## config.mk

```make
export PLATFORM = sky130hd
export DESIGN_NAME = irq_aggregator
export DESIGN_NICKNAME = d
export VERILOG_FILES = /design/src/rtl/irq_agg_pkg.sv /design/src/rtl/irq_mask_bank.sv /design/src/rtl/irq_fast_route.sv /design/src/rtl/irq_summary.sv /design/src/rtl/irq_aggregator.sv
export SDC_FILE = /design/constraint.sdc
export NUM_CORES = 1
export LEC_CHECK = 0
export ABC_AREA = 0
export BUFFER_PORTS_ARGS = -buffer_cell sky130_fd_sc_hd__buf_2
export CELL_PAD_IN_SITES_DETAIL_PLACEMENT = 0
export CELL_PAD_IN_SITES_GLOBAL_PLACEMENT = 2
export CORE_MARGIN = 5
export CORE_UTILIZATION = 30
export DETAILED_ROUTE_END_ITERATION = 6
export PLACE_DENSITY = 0.83
export RECOVER_POWER = 50
export SETUP_SLACK_MARGIN = 0.5
export SYNTH_ARGS = -nofsm -noshare
export SYNTH_HDL_FRONTEND = slang
export SYNTH_HIERARCHICAL = 1
export SYNTH_SLANG_ARGS = --single-unit
```

## constraint.sdc

```tcl
create_clock -name clk -period 2.1 [get_ports clk]
set_input_delay 0.315 -clock clk [delete_from_list [all_inputs] [get_ports clk]]
set_output_delay 0.315 -clock clk [all_outputs]
set_load 0.05 [all_outputs]
```

## src/rtl/irq_agg_pkg.sv

```systemverilog
package irq_agg_pkg;
  localparam int NUM_PERIPH   = 64;
  localparam int NUM_LOCAL    = 8;
  localparam int DATA_W       = 32;
  localparam int ADDR_W       = 9;
  localparam int SEL_W        = 7;
  localparam int FAST_EN_BIT  = 7;
  localparam int PERIPH_WORDS = NUM_PERIPH / DATA_W;
  localparam int PIDX_W       = $clog2(NUM_PERIPH);
  localparam int LIDX_W       = $clog2(NUM_LOCAL);
  localparam int NUM_DUP      = 11;
  localparam int DUP_BASE     = NUM_LOCAL + PERIPH_WORDS;
  localparam int NUM_SOURCES  = NUM_PERIPH + NUM_LOCAL;

  // word offsets, fixed by the software view
  localparam int OFF_SUMMARY  = 'h00;
  localparam int OFF_PEND0    = 'h04;
  localparam int OFF_FASTCTL  = 'h0C;
  localparam int OFF_SET0     = 'h10;
  localparam int OFF_SETLOC   = 'h18;
  localparam int OFF_CLR0     = 'h1C;
  localparam int OFF_CLRLOC   = 'h24;

  // peripheral source mirrored into summary slot k
  function automatic int dup_src(input int k);
    case (k)
      0: return 7;
      1: return 9;
      2: return 10;
      3: return 18;
      4: return 19;
      5: return 53;
      6: return 54;
      7: return 55;
      8: return 56;
      9: return 57;
      default: return 62;
    endcase
  endfunction

  // level of the source chosen by the fast select, masks not applied
  function automatic logic fast_pick(input logic [NUM_PERIPH-1:0] p,
                                     input logic [NUM_LOCAL-1:0]  l,
                                     input logic [SEL_W-1:0]      sel);
    logic [SEL_W-1:0] loc_idx;
    loc_idx = sel - SEL_W'(NUM_PERIPH);
    if (sel < SEL_W'(NUM_PERIPH))       return p[sel[PIDX_W-1:0]];
    else if (sel < SEL_W'(NUM_SOURCES)) return l[loc_idx[LIDX_W-1:0]];
    else                                return 1'b0;
  endfunction
endpackage

```

## src/rtl/irq_mask_bank.sv

```systemverilog
module irq_mask_bank #(
  parameter int W = 32
) (
  input  logic         clk,
  input  logic         rst_n,
  input  logic         set_stb,
  input  logic         clr_stb,
  input  logic [W-1:0] bits,
  output logic [W-1:0] mask
);
  always_ff @(posedge clk or negedge rst_n) begin
    if (!rst_n)       mask <= '0;
    else if (set_stb) mask <= mask | bits;
    else if (clr_stb) mask <= mask & ~bits;
  end

  assert_set_sticks_R2: assert property (@(posedge clk) disable iff (!rst_n)
    set_stb |=> ((mask & $past(bits)) == $past(bits)));
  assert_set_keeps_R2: assert property (@(posedge clk) disable iff (!rst_n)
    set_stb |=> ((mask & ~$past(bits)) == ($past(mask) & ~$past(bits))));
  assert_clr_drops_R3: assert property (@(posedge clk) disable iff (!rst_n)
    (clr_stb && !set_stb) |=> ((mask & $past(bits)) == '0));
  assert_hold_R9: assert property (@(posedge clk) disable iff (!rst_n)
    (!set_stb && !clr_stb) |=> $stable(mask));
endmodule

```

## src/rtl/irq_fast_route.sv

```systemverilog
module irq_fast_route
  import irq_agg_pkg::*;
(
  input  logic                  clk,
  input  logic                  rst_n,
  input  logic [NUM_PERIPH-1:0] periph_lvl,
  input  logic [NUM_LOCAL-1:0]  local_lvl,
  input  logic                  fast_en,
  input  logic [SEL_W-1:0]      fast_sel,
  output logic                  fiq
);
  logic picked_w;
  assign picked_w = fast_pick(periph_lvl, local_lvl, fast_sel);

  always_ff @(posedge clk or negedge rst_n) begin
    if (!rst_n) fiq <= 1'b0;
    else        fiq <= fast_en & picked_w;
  end

  assert_fast_off_R7: assert property (@(posedge clk) disable iff (!rst_n)
    !fast_en |=> !fiq);
  assert_fast_dead_sel_R7: assert property (@(posedge clk) disable iff (!rst_n)
    (fast_sel >= SEL_W'(NUM_SOURCES)) |=> !fiq);
  assert_fast_periph_R7: assert property (@(posedge clk) disable iff (!rst_n)
    (fast_en && fast_sel < SEL_W'(NUM_PERIPH)) |=> (fiq == $past(periph_lvl[fast_sel[PIDX_W-1:0]])));
endmodule

```

## src/rtl/irq_summary.sv

```systemverilog
module irq_summary
  import irq_agg_pkg::*;
(
  input  logic [NUM_PERIPH-1:0] pend_p,
  input  logic [NUM_LOCAL-1:0]  pend_l,
  output logic [DATA_W-1:0]     word
);
  logic [PERIPH_WORDS-1:0] grp_w;
  logic [NUM_DUP-1:0]      dup_w;

  for (genvar g = 0; g < PERIPH_WORDS; g++) begin : g_grp
    assign grp_w[g] = |pend_p[g*DATA_W +: DATA_W];
  end

  for (genvar k = 0; k < NUM_DUP; k++) begin : g_dup
    assign dup_w[k] = pend_p[dup_src(k)];
  end

  assign word = {{(DATA_W-DUP_BASE-NUM_DUP){1'b0}}, dup_w, grp_w, pend_l};

  always_comb begin
    assert_grp_matches_R5: assert (word[NUM_LOCAL] == (|pend_p[DATA_W-1:0]));
  end
endmodule

```

## src/rtl/irq_aggregator.sv

```systemverilog
module irq_aggregator
  import irq_agg_pkg::*;
(
  input  logic                  clk,
  input  logic                  rst_n,
  input  logic [NUM_PERIPH-1:0] periph_lvl_i,
  input  logic [NUM_LOCAL-1:0]  local_lvl_i,
  input  logic [ADDR_W-1:0]     reg_addr_i,
  input  logic                  reg_we_i,
  input  logic [DATA_W-1:0]     reg_wdata_i,
  output logic [DATA_W-1:0]     reg_rdata_o,
  output logic                  irq_o,
  output logic                  fiq_o
);
  logic [NUM_PERIPH-1:0] pmask_w;
  logic [NUM_LOCAL-1:0]  lmask_w;
  logic [NUM_PERIPH-1:0] pend_p_w;
  logic [NUM_LOCAL-1:0]  pend_l_w;
  logic [DATA_W-1:0]     summary_w;
  logic                  any_pend_w;
  logic                  fast_en_q;
  logic [SEL_W-1:0]      fast_sel_q;
  logic                  fastctl_hit_w;
  logic                  set_loc_hit_w;
  logic                  clr_loc_hit_w;

  // peripheral enable words, one bank per 32 sources
  for (genvar w = 0; w < PERIPH_WORDS; w++) begin : g_pbank
    logic set_hit_w, clr_hit_w;
    assign set_hit_w = reg_we_i && (reg_addr_i == ADDR_W'(OFF_SET0 + 4*w));
    assign clr_hit_w = reg_we_i && (reg_addr_i == ADDR_W'(OFF_CLR0 + 4*w));
    irq_mask_bank #(.W(DATA_W)) u_bank (
      .clk     (clk),
      .rst_n   (rst_n),
      .set_stb (set_hit_w),
      .clr_stb (clr_hit_w),
      .bits    (reg_wdata_i),
      .mask    (pmask_w[w*DATA_W +: DATA_W])
    );
  end

  assign set_loc_hit_w = reg_we_i && (reg_addr_i == ADDR_W'(OFF_SETLOC));
  assign clr_loc_hit_w = reg_we_i && (reg_addr_i == ADDR_W'(OFF_CLRLOC));

  irq_mask_bank #(.W(NUM_LOCAL)) u_lbank (
    .clk     (clk),
    .rst_n   (rst_n),
    .set_stb (set_loc_hit_w),
    .clr_stb (clr_loc_hit_w),
    .bits    (reg_wdata_i[NUM_LOCAL-1:0]),
    .mask    (lmask_w)
  );

  // fast control register
  assign fastctl_hit_w = reg_we_i && (reg_addr_i == ADDR_W'(OFF_FASTCTL));
  always_ff @(posedge clk or negedge rst_n) begin
    if (!rst_n) begin
      fast_en_q  <= 1'b0;
      fast_sel_q <= '0;
    end else if (fastctl_hit_w) begin
      fast_en_q  <= reg_wdata_i[FAST_EN_BIT];
      fast_sel_q <= reg_wdata_i[SEL_W-1:0];
    end
  end

  irq_fast_route u_fast (
    .clk        (clk),
    .rst_n      (rst_n),
    .periph_lvl (periph_lvl_i),
    .local_lvl  (local_lvl_i),
    .fast_en    (fast_en_q),
    .fast_sel   (fast_sel_q),
    .fiq        (fiq_o)
  );

  // pending and normal request
  assign pend_p_w   = periph_lvl_i & pmask_w;
  assign pend_l_w   = local_lvl_i & lmask_w;
  assign any_pend_w = (|pend_p_w) | (|pend_l_w);

  always_ff @(posedge clk or negedge rst_n) begin
    if (!rst_n) irq_o <= 1'b0;
    else        irq_o <= any_pend_w;
  end

  irq_summary u_sum (
    .pend_p (pend_p_w),
    .pend_l (pend_l_w),
    .word   (summary_w)
  );

  // read mux
  always_comb begin
    reg_rdata_o = '0;
    if (reg_addr_i == ADDR_W'(OFF_SUMMARY)) reg_rdata_o = summary_w;
    if (reg_addr_i == ADDR_W'(OFF_FASTCTL)) begin
      reg_rdata_o[SEL_W-1:0]   = fast_sel_q;
      reg_rdata_o[FAST_EN_BIT] = fast_en_q;
    end
    if (reg_addr_i == ADDR_W'(OFF_SETLOC)) reg_rdata_o = DATA_W'(lmask_w);
    if (reg_addr_i == ADDR_W'(OFF_CLRLOC)) reg_rdata_o = ~DATA_W'(lmask_w);
    for (int w = 0; w < PERIPH_WORDS; w++) begin
      if (reg_addr_i == ADDR_W'(OFF_PEND0 + 4*w)) reg_rdata_o = pend_p_w[w*DATA_W +: DATA_W];
      if (reg_addr_i == ADDR_W'(OFF_SET0 + 4*w))  reg_rdata_o = pmask_w[w*DATA_W +: DATA_W];
      if (reg_addr_i == ADDR_W'(OFF_CLR0 + 4*w))  reg_rdata_o = ~pmask_w[w*DATA_W +: DATA_W];
    end
  end

  assert_irq_quiet_R8: assert property (@(posedge clk) disable iff (!rst_n)
    (periph_lvl_i == '0 && local_lvl_i == '0) |=> !irq_o);
  assert_irq_masked_R8: assert property (@(posedge clk) disable iff (!rst_n)
    (pmask_w == '0 && lmask_w == '0) |=> !irq_o);
  assert_irq_raise_R8: assert property (@(posedge clk) disable iff (!rst_n)
    (summary_w[DUP_BASE-1:0] != '0) |=> irq_o);
  assert_fastctl_load_R6: assert property (@(posedge clk) disable iff (!rst_n)
    fastctl_hit_w |=> (fast_sel_q == $past(reg_wdata_i[SEL_W-1:0])));
endmodule

```

==> qor.csv <==
metric,value,unit
worst-skew pair later-pin latency,0.36,ns
max-cap violations,0,
Final Max Tran Viols,0,
maximum fanout encountered on the critical timing path,2,
maximum root-to-sink buffer count,2,
die outline area,0.02819,mm2
fraction of registers with async set/reset,1.000,
Yosys top cell area share,0.2743,
Highest Signal Layer,met4,
routed wire length,38870,um
HPWL after detailed placement,28160,um
Place WS,-0.8090,ns
Synth warnings,6,
Sink Count,82,
Std-Cell Core Area,0.02446,mm2
CTS tree,done,
count of mapped cells out of synthesis,874,
Routed Antenna Nets,0,
data required time at the worst endpoint,1.78,ns
relative slew slack,0.3923,
adder and majority gate portion of the synthesized area,0,
final critical-path share of the clock period,1.396,
Total Nets Final,1407,
number of enable-type register cells in the synthesized netlist,0,
Area contributors post-synth,"sky130_fd_sc_hd__dfrtp_1, sky130_fd_sc_hd__a22o_1, sky130_fd_sc_hd__and2_1",
proportion of synthesized area in mux cells,0.1077,
internal power,3.543,mW
length of routed wiring on met1,16010,um
worst slew pin tran,0.9115,ns
biggest area consumer among synthesized cells,sky130_fd_sc_hd__dfrtp_1,
Synth Register Bits,82,
vertical die dimension,167.9,um
status,"finished, violations left",
PnR worst setup slack,-0.8311,ns
Setup CP Type,reg2out,
maximum number of pins on one net before global-route repair,75,
Via-to-Cell Ratio,5.785,
count of vias placed by the detailed router,9378,
power density cells,374.3,mW/mm2
Synth cell types,72,
final sum of negative setup slack,-35.37,ns
combined area of all synthesized cells,0.007481,mm2
Post-Synthesis Mean Instance Area,8.559,um2
CP startpoint kind,register,
Routed met2 length,18370,um
Final setup violation count,98,
clock-pin slew of the registers on the worst-case setup and hold paths,0.07,ns
leakage power figure,5.937,nW
initial core utilization,0.3058,
nature of the critical path endpoint,output pin,
First-pass DRT Iterations,5,
total congestion overflow after global routing,0,
power share of the combinational group,0.252,
count of unresolved DRC violations after routing,0,
ports placed on the boundary,150,
"commonest cells after routing, fill and taps aside","sky130_fd_sc_hd__buf_4, sky130_fd_sc_hd__buf_2, sky130_fd_sc_hd__buf_6",
ys flop type,sky130_fd_sc_hd__dfrtp_1,
Met3 Wirelength,3146,um
area share of xor/xnor cells in the synthesized design,0,
row count,57,
Total Routing Usage GR,0.2637,
part of the power in registers,0.330,
proportion of layout cells with a drive suffix above 1,0.5756,
share of the synthesized area in compound gates (AO/OA/AOI/OAI),0.2903,
via count of the first global-routing pass,9415,
antenna violations before repair,1,
violations in the final reports,setup timing,
Max VDD drop,0.3333,mV
maximum level of the CTS H-tree,3,
combinational family with the most area after synthesis,compound AO/OA/AOI/OAI gates,
sequential share of the synthesized area,0.2743,
gpl congestion,0.9540,
part of the power in the clock network,0.418,
signal arrival time at the worst endpoint,2.62,ns
wire length of the first global-routing pass,57370,um
unrepaired setup endpoints after global routing,true,
"commonest non-fill, non-tap cell in the layout",sky130_fd_sc_hd__buf_4,
utilization after layout,0.5492,
simple-gate share of the synthesized area,0.2368,
clock period minus final worst setup slack,2.931,ns
Hold Crit Class,in2reg,
maximum clock skew at final layout,0.006882,ns
detailed-route wire length per cell,23.98,um
switch share,0.2955,
number of CTS-inserted buffers,9,
master cell of the clock root buffer,sky130_fd_sc_hd__clkbuf_16,
area grow syn2layout,79.58,%
Hold Fails Final Rpt,0,
Initial DRC Count,799,
Switch Pwr,1.486,mW
quantity of I/O buffers inserted on ports,149,
maximum achievable frequency,341.2,MHz
die width,167.9,um
## layout make-up
type | count | area, um2
Fill cell | 2202 | 11030
Antenna cell | 1 | 2.502
Multi-Input combinational cell | 682 | 6123
Clock inverter | 6 | 136.4
Clock buffer | 10 | 239.0
Tap cell | 324 | 405.4
Inverter | 29 | 108.9
Sequential cell | 82 | 2054
Timing Repair Buffer | 487 | 4364
## cell usage after synthesis (5+ instances only)
library cell	count
sky130_fd_sc_hd__mux4_1	9
sky130_fd_sc_hd__o211ai_1	21
sky130_fd_sc_hd__or2_2	9
sky130_fd_sc_hd__mux2i_1	31
sky130_fd_sc_hd__nor2_1	62
sky130_fd_sc_hd__o21ai_0	19
sky130_fd_sc_hd__clkbuf_1	25
sky130_fd_sc_hd__buf_4	32
sky130_fd_sc_hd__and2_1	69
sky130_fd_sc_hd__o22ai_1	23
sky130_fd_sc_hd__o221ai_1	8
sky130_fd_sc_hd__nor4_1	18
sky130_fd_sc_hd__dfrtp_1	82
sky130_fd_sc_hd__nand4_1	8
sky130_fd_sc_hd__o32a_1	18
sky130_fd_sc_hd__nor4_2	5
sky130_fd_sc_hd__a22oi_1	9
sky130_fd_sc_hd__a22o_1	72
sky130_fd_sc_hd__buf_6	10
sky130_fd_sc_hd__a221oi_1	31
sky130_fd_sc_hd__or4_1	15
sky130_fd_sc_hd__o2bb2ai_1	7
sky130_fd_sc_hd__buf_2	21
sky130_fd_sc_hd__nor3_1	7
sky130_fd_sc_hd__mux2_2	13
sky130_fd_sc_hd__a21oi_1	46
sky130_fd_sc_hd__inv_1	29
sky130_fd_sc_hd__nand2_1	98
## path summary, 6_finish.rpt
path / depth (start not counted) / from / slack [ns] / end
worst max-delay path: 11 / register / -0.83 / reg_rdata_o[8]
worst max register to register: 6 / fast_sel_q[2]$_DFFE_PN0P_ / -0.06 / u_fast/fiq$_DFF_PN0_
max in group asynchronous: 3 / rst_n / 0.38 / asynchronous set/reset pin
worst min register to register: 1 / register / 0.55 / register
min in group asynchronous: 2 / rst_n / 0.60 / asynchronous set/reset pin
worst min-delay path: 2 / reg_wdata_i[29] / 0.23 / register
## what timing repair did
item | 4_1_cts | 5_1_grt
pin swaps | 110 | 68
setup endpoints to repair | 114 | 114
cloned | 10 | 1
hold buffers | 1 | 0
buffers inserted | 45 | 16
resized for setup | 281 | 74
endpoints found under the hold margin | 29 | 0
## layer usage
metal / up-vias / track usage
met3: 89 / 0.05205
met5: - / 0
met2: 474 / 0.4277
li1: 4161 / -
met1: 4654 / 0.3477
met4: 0 / 0.1009
## power groups by stage
stage               registers [mW]  clock network, mW  logic (mW)
floorplan                     1.73                  0       0.409
global placement              1.69                  0        1.04
detailed placement            1.69                  0        1.05
CTS                           1.66               2.11        1.21
global route                  1.67               2.15        1.34
finish                        1.66               2.10        1.27
## kinds of logic after synthesis
logic type | after synthesis
simple gates | 330
compound gates | 281
buf+inv | 121
flops | 82
mux | 59
other cells | 1
## per-stage QoR
| stage | std cells | instance area [um2] | hold slack [ns] | power [mW] |
|---|---|---|---|---|
| floorplan | 884 | 8023 | 0.01941 | 2.144 |
| global placement | 1531 | 10820 | 0.2926 | 2.730 |
| detailed placement | 1531 | 10820 | 0.2994 | 2.739 |
| CTS | 1603 | 12950 | 0.2248 | 4.981 |
| global route | 1621 | 13430 | 0.2364 | 5.157 |
| finish | 1621 | 13430 | 0.2319 | 5.029 |
## critical path, cell delays in order, from the launching register on
cell and delay (ns):
sky130_fd_sc_hd__dfrtp_1 0.39, sky130_fd_sc_hd__nand2_2 0.09, sky130_fd_sc_hd__inv_2 0.05, sky130_fd_sc_hd__nor4_4 0.32, sky130_fd_sc_hd__nand4_1 0.21, sky130_fd_sc_hd__or2_1 0.26
sky130_fd_sc_hd__inv_1 0.06, sky130_fd_sc_hd__o32a_1 0.16, sky130_fd_sc_hd__o22ai_2 0.10, sky130_fd_sc_hd__a221oi_2 0.32, sky130_fd_sc_hd__mux2i_4 0.13, sky130_fd_sc_hd__buf_6 0.17
No activity file was read; power rests on OpenSTA's default activity.
